[src/rtl/extcnt_pkg.sv]
package extcnt_pkg;
    localparam int STB_INC = 0;
    localparam int STB_DEC = 1;

    typedef struct packed {
        logic lvl;
        logic rise;
        logic fall;
    } strobe_ev_t;
endpackage

[src/rtl/strobe_sync.sv]
module strobe_sync #(
    parameter int          WIDTH   = 3,
    parameter int          STAGES  = 2,
    parameter logic [WIDTH-1:0] RST_VAL = '0
) (
    input  logic             clk,
    input  logic             rst_n,
    input  logic [WIDTH-1:0] async_i,
    output logic [WIDTH-1:0] sync_o
);
    logic [STAGES-1:0][WIDTH-1:0] chain_d, chain_q;

    always_comb begin
        chain_d[0] = async_i;
    end

    for (genvar s = 1; s < STAGES; s++) begin : g_stage
        always_comb begin
            chain_d[s] = chain_q[s-1];
        end
    end

    always_ff @(posedge clk or negedge rst_n) begin
        if (!rst_n) begin
            chain_q <= {STAGES{RST_VAL}};
        end else begin
            chain_q <= chain_d;
        end
    end

    assign sync_o = chain_q[STAGES-1];
endmodule

[src/rtl/edge_detect.sv]
module edge_detect
    import extcnt_pkg::*;
#(
    parameter int             N    = 2,
    parameter logic [N-1:0]   IDLE = '1
) (
    input  logic                  clk,
    input  logic                  rst_n,
    input  logic [N-1:0]          lvl_i,
    output strobe_ev_t [N-1:0]    ev_o
);
    logic [N-1:0] prev_d, prev_q;

    always_comb begin
        prev_d = lvl_i;
    end

    always_ff @(posedge clk or negedge rst_n) begin
        if (!rst_n) begin
            prev_q <= IDLE;
        end else begin
            prev_q <= prev_d;
        end
    end

    for (genvar i = 0; i < N; i++) begin : g_ev
        always_comb begin
            ev_o[i].lvl  = lvl_i[i];
            ev_o[i].rise = lvl_i[i] && !prev_q[i];
            ev_o[i].fall = !lvl_i[i] && prev_q[i];
        end
    end
endmodule

[src/rtl/count_core.sv]
module count_core
    import extcnt_pkg::*;
#(
    parameter int WIDTH = 8
) (
    input  logic             clk,
    input  logic             rst_n,
    input  strobe_ev_t       inc_ev,
    input  strobe_ev_t       dec_ev,
    input  logic             clr,
    output logic [WIDTH-1:0] count_o,
    output logic             carry_n_o,
    output logic             borrow_n_o,
    output logic             busy_o
);
    localparam logic [WIDTH-1:0] MAX_VAL = '1;
    localparam logic [WIDTH-1:0] MIN_VAL = '0;

    typedef struct packed {
        logic [WIDTH-1:0] count;
        logic             carry_n;
        logic             borrow_n;
        logic             busy;
    } core_st_t;

    core_st_t st_d, st_q;
    logic inc_go, dec_go;

    always_comb begin
        st_d   = st_q;
        inc_go = inc_ev.rise && dec_ev.lvl && !dec_ev.rise;
        dec_go = dec_ev.rise && inc_ev.lvl && !inc_ev.rise;

        st_d.busy = !inc_ev.lvl || !dec_ev.lvl;

        if (clr) begin
            st_d.count = MIN_VAL;
        end else if (inc_go) begin
            st_d.count = st_q.count + 1'b1;
        end else if (dec_go) begin
            st_d.count = st_q.count - 1'b1;
        end

        if (inc_ev.fall && dec_ev.lvl && !dec_ev.fall && !clr && st_q.count == MAX_VAL) begin
            st_d.carry_n = 1'b0;
        end else if (inc_ev.rise || clr) begin
            st_d.carry_n = 1'b1;
        end

        if (dec_ev.fall && inc_ev.lvl && !inc_ev.fall && (clr || st_q.count == MIN_VAL)) begin
            st_d.borrow_n = 1'b0;
        end else if (dec_ev.rise) begin
            st_d.borrow_n = 1'b1;
        end
    end

    always_ff @(posedge clk or negedge rst_n) begin
        if (!rst_n) begin
            st_q <= '{count: MIN_VAL, carry_n: 1'b1, borrow_n: 1'b1, busy: 1'b0};
        end else begin
            st_q <= st_d;
        end
    end

    assign count_o    = st_q.count;
    assign carry_n_o  = st_q.carry_n;
    assign borrow_n_o = st_q.borrow_n;
    assign busy_o     = st_q.busy;

    assert_inc_step_R1: assert property (@(posedge clk) disable iff (!rst_n)
        (inc_ev.rise && dec_ev.lvl && !dec_ev.rise && !clr) |=> count_o == $past(count_o) + 1'b1);

    assert_dec_step_R2: assert property (@(posedge clk) disable iff (!rst_n)
        (dec_ev.rise && inc_ev.lvl && !inc_ev.rise && !clr) |=> count_o == $past(count_o) - 1'b1);

    assert_carry_at_max_R3: assert property (@(posedge clk) disable iff (!rst_n)
        $fell(carry_n_o) |-> count_o == MAX_VAL);

    assert_carry_release_R3: assert property (@(posedge clk) disable iff (!rst_n)
        (!carry_n_o && inc_ev.rise) |=> carry_n_o);

    assert_borrow_at_min_R4: assert property (@(posedge clk) disable iff (!rst_n)
        $fell(borrow_n_o) |-> count_o == MIN_VAL);

    assert_clear_zero_R5: assert property (@(posedge clk) disable iff (!rst_n)
        clr |=> (count_o == MIN_VAL && carry_n_o));

    assert_both_low_hold_R7: assert property (@(posedge clk) disable iff (!rst_n)
        (!inc_ev.lvl && !dec_ev.lvl && !clr) |=> $stable(count_o));

    assert_pulse_excl_R8: assert property (@(posedge clk) disable iff (!rst_n)
        $onehot0({!carry_n_o, !borrow_n_o}));
endmodule

[src/rtl/ext_updown_counter.sv]
module ext_updown_counter
    import extcnt_pkg::*;
#(
    parameter int WIDTH       = 8,
    parameter int SYNC_STAGES = 2
) (
    input  logic             clk,
    input  logic             rst_n,
    input  logic             inc_n,
    input  logic             dec_n,
    input  logic             clear,
    output logic [WIDTH-1:0] count,
    output logic             carry_n,
    output logic             borrow_n,
    output logic             count_busy
);
    localparam int NSTB = 2;
    localparam int NSIG = NSTB + 1;

    logic [NSIG-1:0]       raw_in, synced;
    strobe_ev_t [NSTB-1:0] ev;

    assign raw_in = {clear, dec_n, inc_n};

    strobe_sync #(
        .WIDTH   (NSIG),
        .STAGES  (SYNC_STAGES),
        .RST_VAL ({1'b0, {NSTB{1'b1}}})
    ) u_sync (
        .clk     (clk),
        .rst_n   (rst_n),
        .async_i (raw_in),
        .sync_o  (synced)
    );

    edge_detect #(
        .N    (NSTB),
        .IDLE ({NSTB{1'b1}})
    ) u_edge (
        .clk   (clk),
        .rst_n (rst_n),
        .lvl_i (synced[NSTB-1:0]),
        .ev_o  (ev)
    );

    count_core #(
        .WIDTH (WIDTH)
    ) u_core (
        .clk        (clk),
        .rst_n      (rst_n),
        .inc_ev     (ev[STB_INC]),
        .dec_ev     (ev[STB_DEC]),
        .clr        (synced[NSTB]),
        .count_o    (count),
        .carry_n_o  (carry_n),
        .borrow_n_o (borrow_n),
        .busy_o     (count_busy)
    );
endmodule

[config.mk]
export PLATFORM = sky130hd
export DESIGN_NAME = ext_updown_counter
export DESIGN_NICKNAME = d
export VERILOG_FILES = /design/src/rtl/extcnt_pkg.sv /design/src/rtl/strobe_sync.sv /design/src/rtl/edge_detect.sv /design/src/rtl/count_core.sv /design/src/rtl/ext_updown_counter.sv
export SDC_FILE = /design/constraint.sdc
export NUM_CORES = 1
export LEC_CHECK = 0
export ABC_AREA = 1
export BUFFER_PORTS_ARGS = -buffer_cell sky130_fd_sc_hd__buf_2
export CORE_MARGIN = 8
export CORE_UTILIZATION = 54
export CTS_CLUSTER_SIZE = 20
export DETAILED_ROUTE_END_ITERATION = 8
export MAX_ROUTING_LAYER = met4
export PLACE_DENSITY = 0.79
export SETUP_SLACK_MARGIN = 0.02
export SLEW_MARGIN = 20
export SYNTH_ARGS = -nofsm -noshare
export SYNTH_HDL_FRONTEND = slang
export SYNTH_SLANG_ARGS = --single-unit
[constraint.sdc]
create_clock -name clk -period 2.25 [get_ports clk]
set_input_delay 0.1125 -clock clk [delete_from_list [all_inputs] [get_ports clk]]
set_output_delay 0.1125 -clock clk [all_outputs]
set_load 0.02 [all_outputs]
* Yosys cells after proc, flatten, opt, wreduce, memory -nomap -nowiden
Cells that the tools add are included.
** Word-level totals
- Flip-flop bits (word level) :: 19
- Word-level logic and storage cells :: 48
** Cells by class
- Reduce and logical (&&, ||, !) cells :: 31
- Equal/unequal tests :: 1
- Muxes and demuxes :: 7
- Add/sub/neg operators :: 2
** Operator list (number)
- 8-bit two-way mux :: 3
- 1-bit logical AND :: 15
- 1-bit logical NOT :: 9
- 8-bit by 1-bit adder with 8-bit output (second input constant) :: 1
- 8-bit == test (second input constant) :: 1
- 8-bit logical NOT :: 1
- 8-bit by 1-bit subtractor with 8-bit output (second input constant) :: 1
- 1-bit two-way mux :: 4
- 2-bit nonzero test :: 2
- 1-bit logical OR :: 3
- 3-bit nonzero test :: 1

* Logic depth before layout (Yosys ltp)
- Depth in word-level cells :: 7
- Depth in mapped cells :: 11
- Depth with buffers taken out :: 11

* By module
From an unflattened synthesis, not the netlist that was laid out.
** Unflattened totals
- Cells, all modules :: 131
- Area, all modules :: 1061.0 µm²
** By module, submodules not included
- count_core :: times used 1, area each 808.3 µm², cells an instance 113, seq. area each 277.8 µm²
- strobe_sync :: times used 1, area each 155.1 µm², cells an instance 6, seq. area each 155.1 µm²
- edge_detect :: times used 1, area each 97.6 µm², cells an instance 12, seq. area each 52.6 µm²

* Worst setup path before layout
No wires, ideal clock.
- Path kind :: register to register
- Start :: register u_sync.chain_q, in the netlist u_sync.sync_o[0]
- End :: register u_core.st_q, in the netlist u_core.count_o[6]
- Required time :: 2.133 ns
- Setup slack :: 0.418 ns
- Data arrival time :: 1.715 ns
- Library setup time :: 0.117 ns
- Stages on the path, launching flop included :: 10
- Path through :: dfstp_2 inv_2 nor2_4 nand2_4 ha_1 or2_2 nand3_1 nand3_1 nand3_1 nand2_1
** Between the ends
- Longest elaborated chain between the ends :: 5
** RTL lines
- start, declared :: line strobe_sync.sv:11 : logic [STAGES-1:0][WIDTH-1:0] chain_d, chain_q;
- start signal, assigned :: line strobe_sync.sv:25 : chain_q <= {STAGES{RST_VAL}};
- start signal, assigned :: line strobe_sync.sv:27 : chain_q <= chain_d;
- 1-bit logical AND :: line edge_detect.sv:29 : ev_o[i].rise = lvl_i[i] && !prev_q[i];
- 1-bit logical AND (2 in series) :: line count_core.sv:31 : inc_go = inc_ev.rise && dec_ev.lvl && !dec_ev.rise;
- 8-bit two-way mux :: line count_core.sv:38 : end else if (inc_go) begin
- 8-bit two-way mux :: line count_core.sv:36 : if (clr) begin
- end signal, assigned :: line count_core.sv:59 : st_q <= '{count: MIN_VAL, carry_n: 1'b1, borrow_n: 1'b1, busy: 1'b0};
- end signal, assigned :: line count_core.sv:61 : st_q <= st_d;
- end, declared :: line count_core.sv:26 : core_st_t st_d, st_q;
Several ways; a longest one is shown, not always the timed one.
A chain may end at the register's enable or synchronous reset.

* Worst setup path in the final report
- Start :: register u_edge.prev_q[0]
- End :: register u_core.st_q, in the netlist u_core.count_o[6]
** Between the ends
- Longest elaborated chain between the ends :: 6
** RTL lines
- start, declared :: line edge_detect.sv:12 : logic [N-1:0] prev_d, prev_q;
- start signal, assigned :: line edge_detect.sv:22 : prev_q <= prev_d;
- 1-bit logical NOT * :: line edge_detect.sv:29
- 1-bit logical AND * :: line edge_detect.sv:29
- 1-bit logical AND (2 in series) :: line count_core.sv:31
- 8-bit two-way mux :: line count_core.sv:38
- 8-bit two-way mux :: line count_core.sv:36
Mark *: on every way between the ends. The rest lies on a longest branch, timed or not.

==> results.md <==
* Total area of multi-input combinational cells at 501.7 um2
* Yosys top cell area share at 26.22%
* Final TNS setup at 0 ps
* Leading cell type by number of instances after synthesis: nand2_1
* Reg2reg setup slack at 250 ps
* H-tree lvl count at 1
* Setup slack of the critical path after layout at 248.4 ps
* Final setup violating endpoints at 0
* Area Growth Syn to Fin at 18.24%
* Cells after synthesis at 125
* Ys flop type: dfrtp_1
* Post-detailed-route wirelength per cell at 12.71 um
* Area of placed instances at 0.001159 mm2
* Number of global-route vias before repair at 960
* #FFs+latches synth at 19
* Final net count at 161
* Worst-path cell with the longest stage delay: dfstp_2
* DR vias/cell at 4.943
* Final Critical Period at 2002 ps
* Total leakage power at 0.6550 nW
* Total number of cells along the worst setup path at 10
* Clk slew on worst S/H paths at 110 ps
* Cell family with most CP delay: flip-flops
* Antenna Cells at 0
* Clock Tree Root: clkbuf_4
* Sequential cell area at 485.5 um2
* Portion of the clock cycle consumed by the worst path in the final layout at 88.96%
* Endpoint arrival time on the critical path at 2210 ps
* Total count of max-transition violations in the final report at 0
* Number of buffers added for setup after CTS at 0
* TritonCTS Buffers at 3
* Fmax at 499.6 MHz
* Buf/Inv on CP at 1
* Height of the chip at 60.09 um
* Worst clock skew at 4.555 ps
* Max FO, Critical Path at 10
* Worst-case headroom to the max-slew limit at 73.06%
* R2R Path Start: u_edge.prev_q[0]
* Initial core utilization at 55.20%
* Proportion of synthesized chip area in sequential cells at 46.25%
* Final Hold Fails at 0
* Buffer depth of the longest clock path at 2
* Final weighted congestion of routability-driven global placement at 0.9070
* Worst IR drop on VDD at 0.5450 mV
* Setup repair after global routing missed its margin: false
* GRT Total Usage at 15.08%
* Residual DRC at 0
* Worst path cell trace: nor2_4 > nand2_4 > inv_1 > fa_1 > o21ai_0 > nand3_1 > nand2_1 > nand2_1 > nand3_1 > nand2_1
* Clock Sinks at 19
* Post-detailed-route count of antenna-violating nets at 0
* Destination of the worst register-to-register timing path: u_core.count_o[6]
* Number of cells traversed by the worst register-to-register path at 10
* Site Rows at 16
* Distinct cell type count after synthesis at 24
* Largest net degree at the start of global routing at 20
* Die area at 0.003611 mm2
* Dominant cell type by count on the critical path: nand2_1
* Sum of routed wire length over all layers at 2.224 mm
* Summed instance area of the synthesized netlist at 0.001050 mm2
* Placed wire-length estimate after detailed placement at 1.658 mm
* Cells taking the most area after synthesis: dfrtp_1 (26%), dfstp_2 (20%), nand2_1 (13%), ha_1 (7.2%), inv_1 (6.8%)
* Critical path endpoint category: flop
* Port Buf Inserts at 15
* Clock tree from TritonCTS: built
* Fill cell instance count of the final layout at 158
* Top cell type by total area after synthesis: dfrtp_1
* Area of the core at 0.001902 mm2
* YS warnings at 0
* Avg Inst Size Synth at 8.398 um2
* Finished layout cell area at 0.001241 mm2
* Power density normalized to cell area at 807.1 mW/mm2
* Number of vias after detailed routing at 865
* Global-route wire length before repair at 4.002 mm
* Worst slack, placed at 273.9 ps
* Worst min-delay path class: in2async
* Iteration count of the initial detailed-routing pass at 4
* I/O pin count at 16
* Max cap viols at 0
* Most instantiated cells after synthesis: nand2_1 (35), inv_1 (19), nand3_1 (12)
* Initial DRC Count at 15
* Initial antenna violation count at 0
* Crit Path Class: reg2reg
* Die extent in x at 60.09 um
* Share of flip-flops with an asynchronous set or reset after synthesis at 100.0%
* Critical path's largest stage delay at 590 ps
* Kind of launch point of the worst setup path: flop
* Outcome: completed
* Share of post-route cells with drive strength above 1 at 25.00%
* Number of synthesized flops with an enable pin at 0
* Tightest Pin Transition at 404.1 ps
* Clock latency on the worst-skew pair at 310 ps
* Mapped Nets at 137
* Global route total overflow at 0
* Data required time of the critical path at 2460 ps
==> worst max path at each step <==
stage	start	endpoint	slack, ps
final	u_edge.prev_q[0]	u_core.count_o[6]	250
after global routing	u_sync.sync_o[1]	u_core.count_o[6]	80
after CTS	u_sync.sync_o[0]	u_core.count_o[6]	220
after detailed placement	u_sync.sync_o[0]	u_core.count_o[6]	270
after global placement	u_sync.sync_o[0]	u_core.count_o[6]	340
after floorplan	u_sync.sync_o[0]	u_core.count_o[6]	420
==> power breakdown <==
part | total, mW | leakage [nW] | internal, mW | switching, mW
clock | 0.181 | 0.0139 | 0.0680 | 0.113
combinational | 0.392 | 0.416 | 0.157 | 0.235
sequential | 0.429 | 0.225 | 0.383 | 0.0455
==> layout make-up <==
type,instances,share of cell area [%]
tap,27,2.722
sequential,19,39.11
timing repair buffer,19,9.274
multi-input combinational,86,40.42
inverter,20,6.048
clock buffer,3,1.815
clock inverter,1,0.6048
==> cell usage in the layout (no fill, tap or decap), types with 2 or more instances in the layout <==
cell / Yosys / final
nand2_1: 35 / 35
inv_1: 19 / 19
buf_2: 0 / 15
nand3_1: 12 / 12
dfrtp_1: 11 / 11
nor2_1: 8 / 8
dfstp_2: 8 / 8
ha_1: 6 / 5
o21ai_0: 4 / 4
dlygate4sd3_1: 0 / 4
a21oi_1: 3 / 3
clkbuf_4: 0 / 3
nand3_2: 2 / 2
xnor2_1: 2 / 2
o21ai_1: 2 / 2
nand4_1: 2 / 2
==> logic make-up after synthesis <==
logic type,synth area share [%]
AND/OR/NAND/NOR,28.61
XOR/XNOR,2.503
adder cells (fa/ha/maj),9.058
buffers and inverters,7.151
flip-flops,46.24
AO/OA/AOI/OAI,6.437
==> sequential cells by signal (all words and copies together) (netlist names) <==
signal / flops
u_core.count_o: 8
u_core.carry_n_o: 1
u_edge.prev_q: 2
u_sync.chain_d: 3
u_core.busy_o: 1
u_sync.sync_o: 3
u_core.borrow_n_o: 1
==> worst register-to-register path: cells and delay by family, from the launching register on <==
family          cells  cell delay [ps]
simple gates        7              580
flops               1              590
fa+ha+maj           1              400
buf+inv             1               70
compound gates      1              260
==> stage by stage <==
step / power (mW) / utilization (%) / hold slack (ps) / cells
4_1_cts: 0.9963 / 64.61 / 260.3 / 175
5_1_grt: 1.086 / 65.26 / 287.9 / 175
6_report: 1.002 / 65.26 / 245.1 / 175
2_1_floorplan: 0.7083 / - / -183.1 / 125
3_3_place_gp: 0.7921 / 60.92 / 65.41 / 167
3_5_place_dp: 0.8067 / 60.92 / 69.77 / 167
==> per-layer routing <==
layer | wire length (um) | vias up | share of wire [%] | track usage [%]
li1 | - | 443 | - | -
met1 | 1005 | 398 | 45 | 16.16
met2 | 1065 | 19 | 48 | 25.69
met3 | 104 | 5 | 4.7 | 4.086
met4 | 48 | 0 | 2.2 | 6.122
met5 | 0 | - | 0 | -
==> repair_timing <==
item,CTS,global route
hold buffers,4,0
setup endpoints to repair,0,1
gates resized for setup,0,1
endpoints found under the hold margin,14,0
Power figures use the tool's default switching activity.
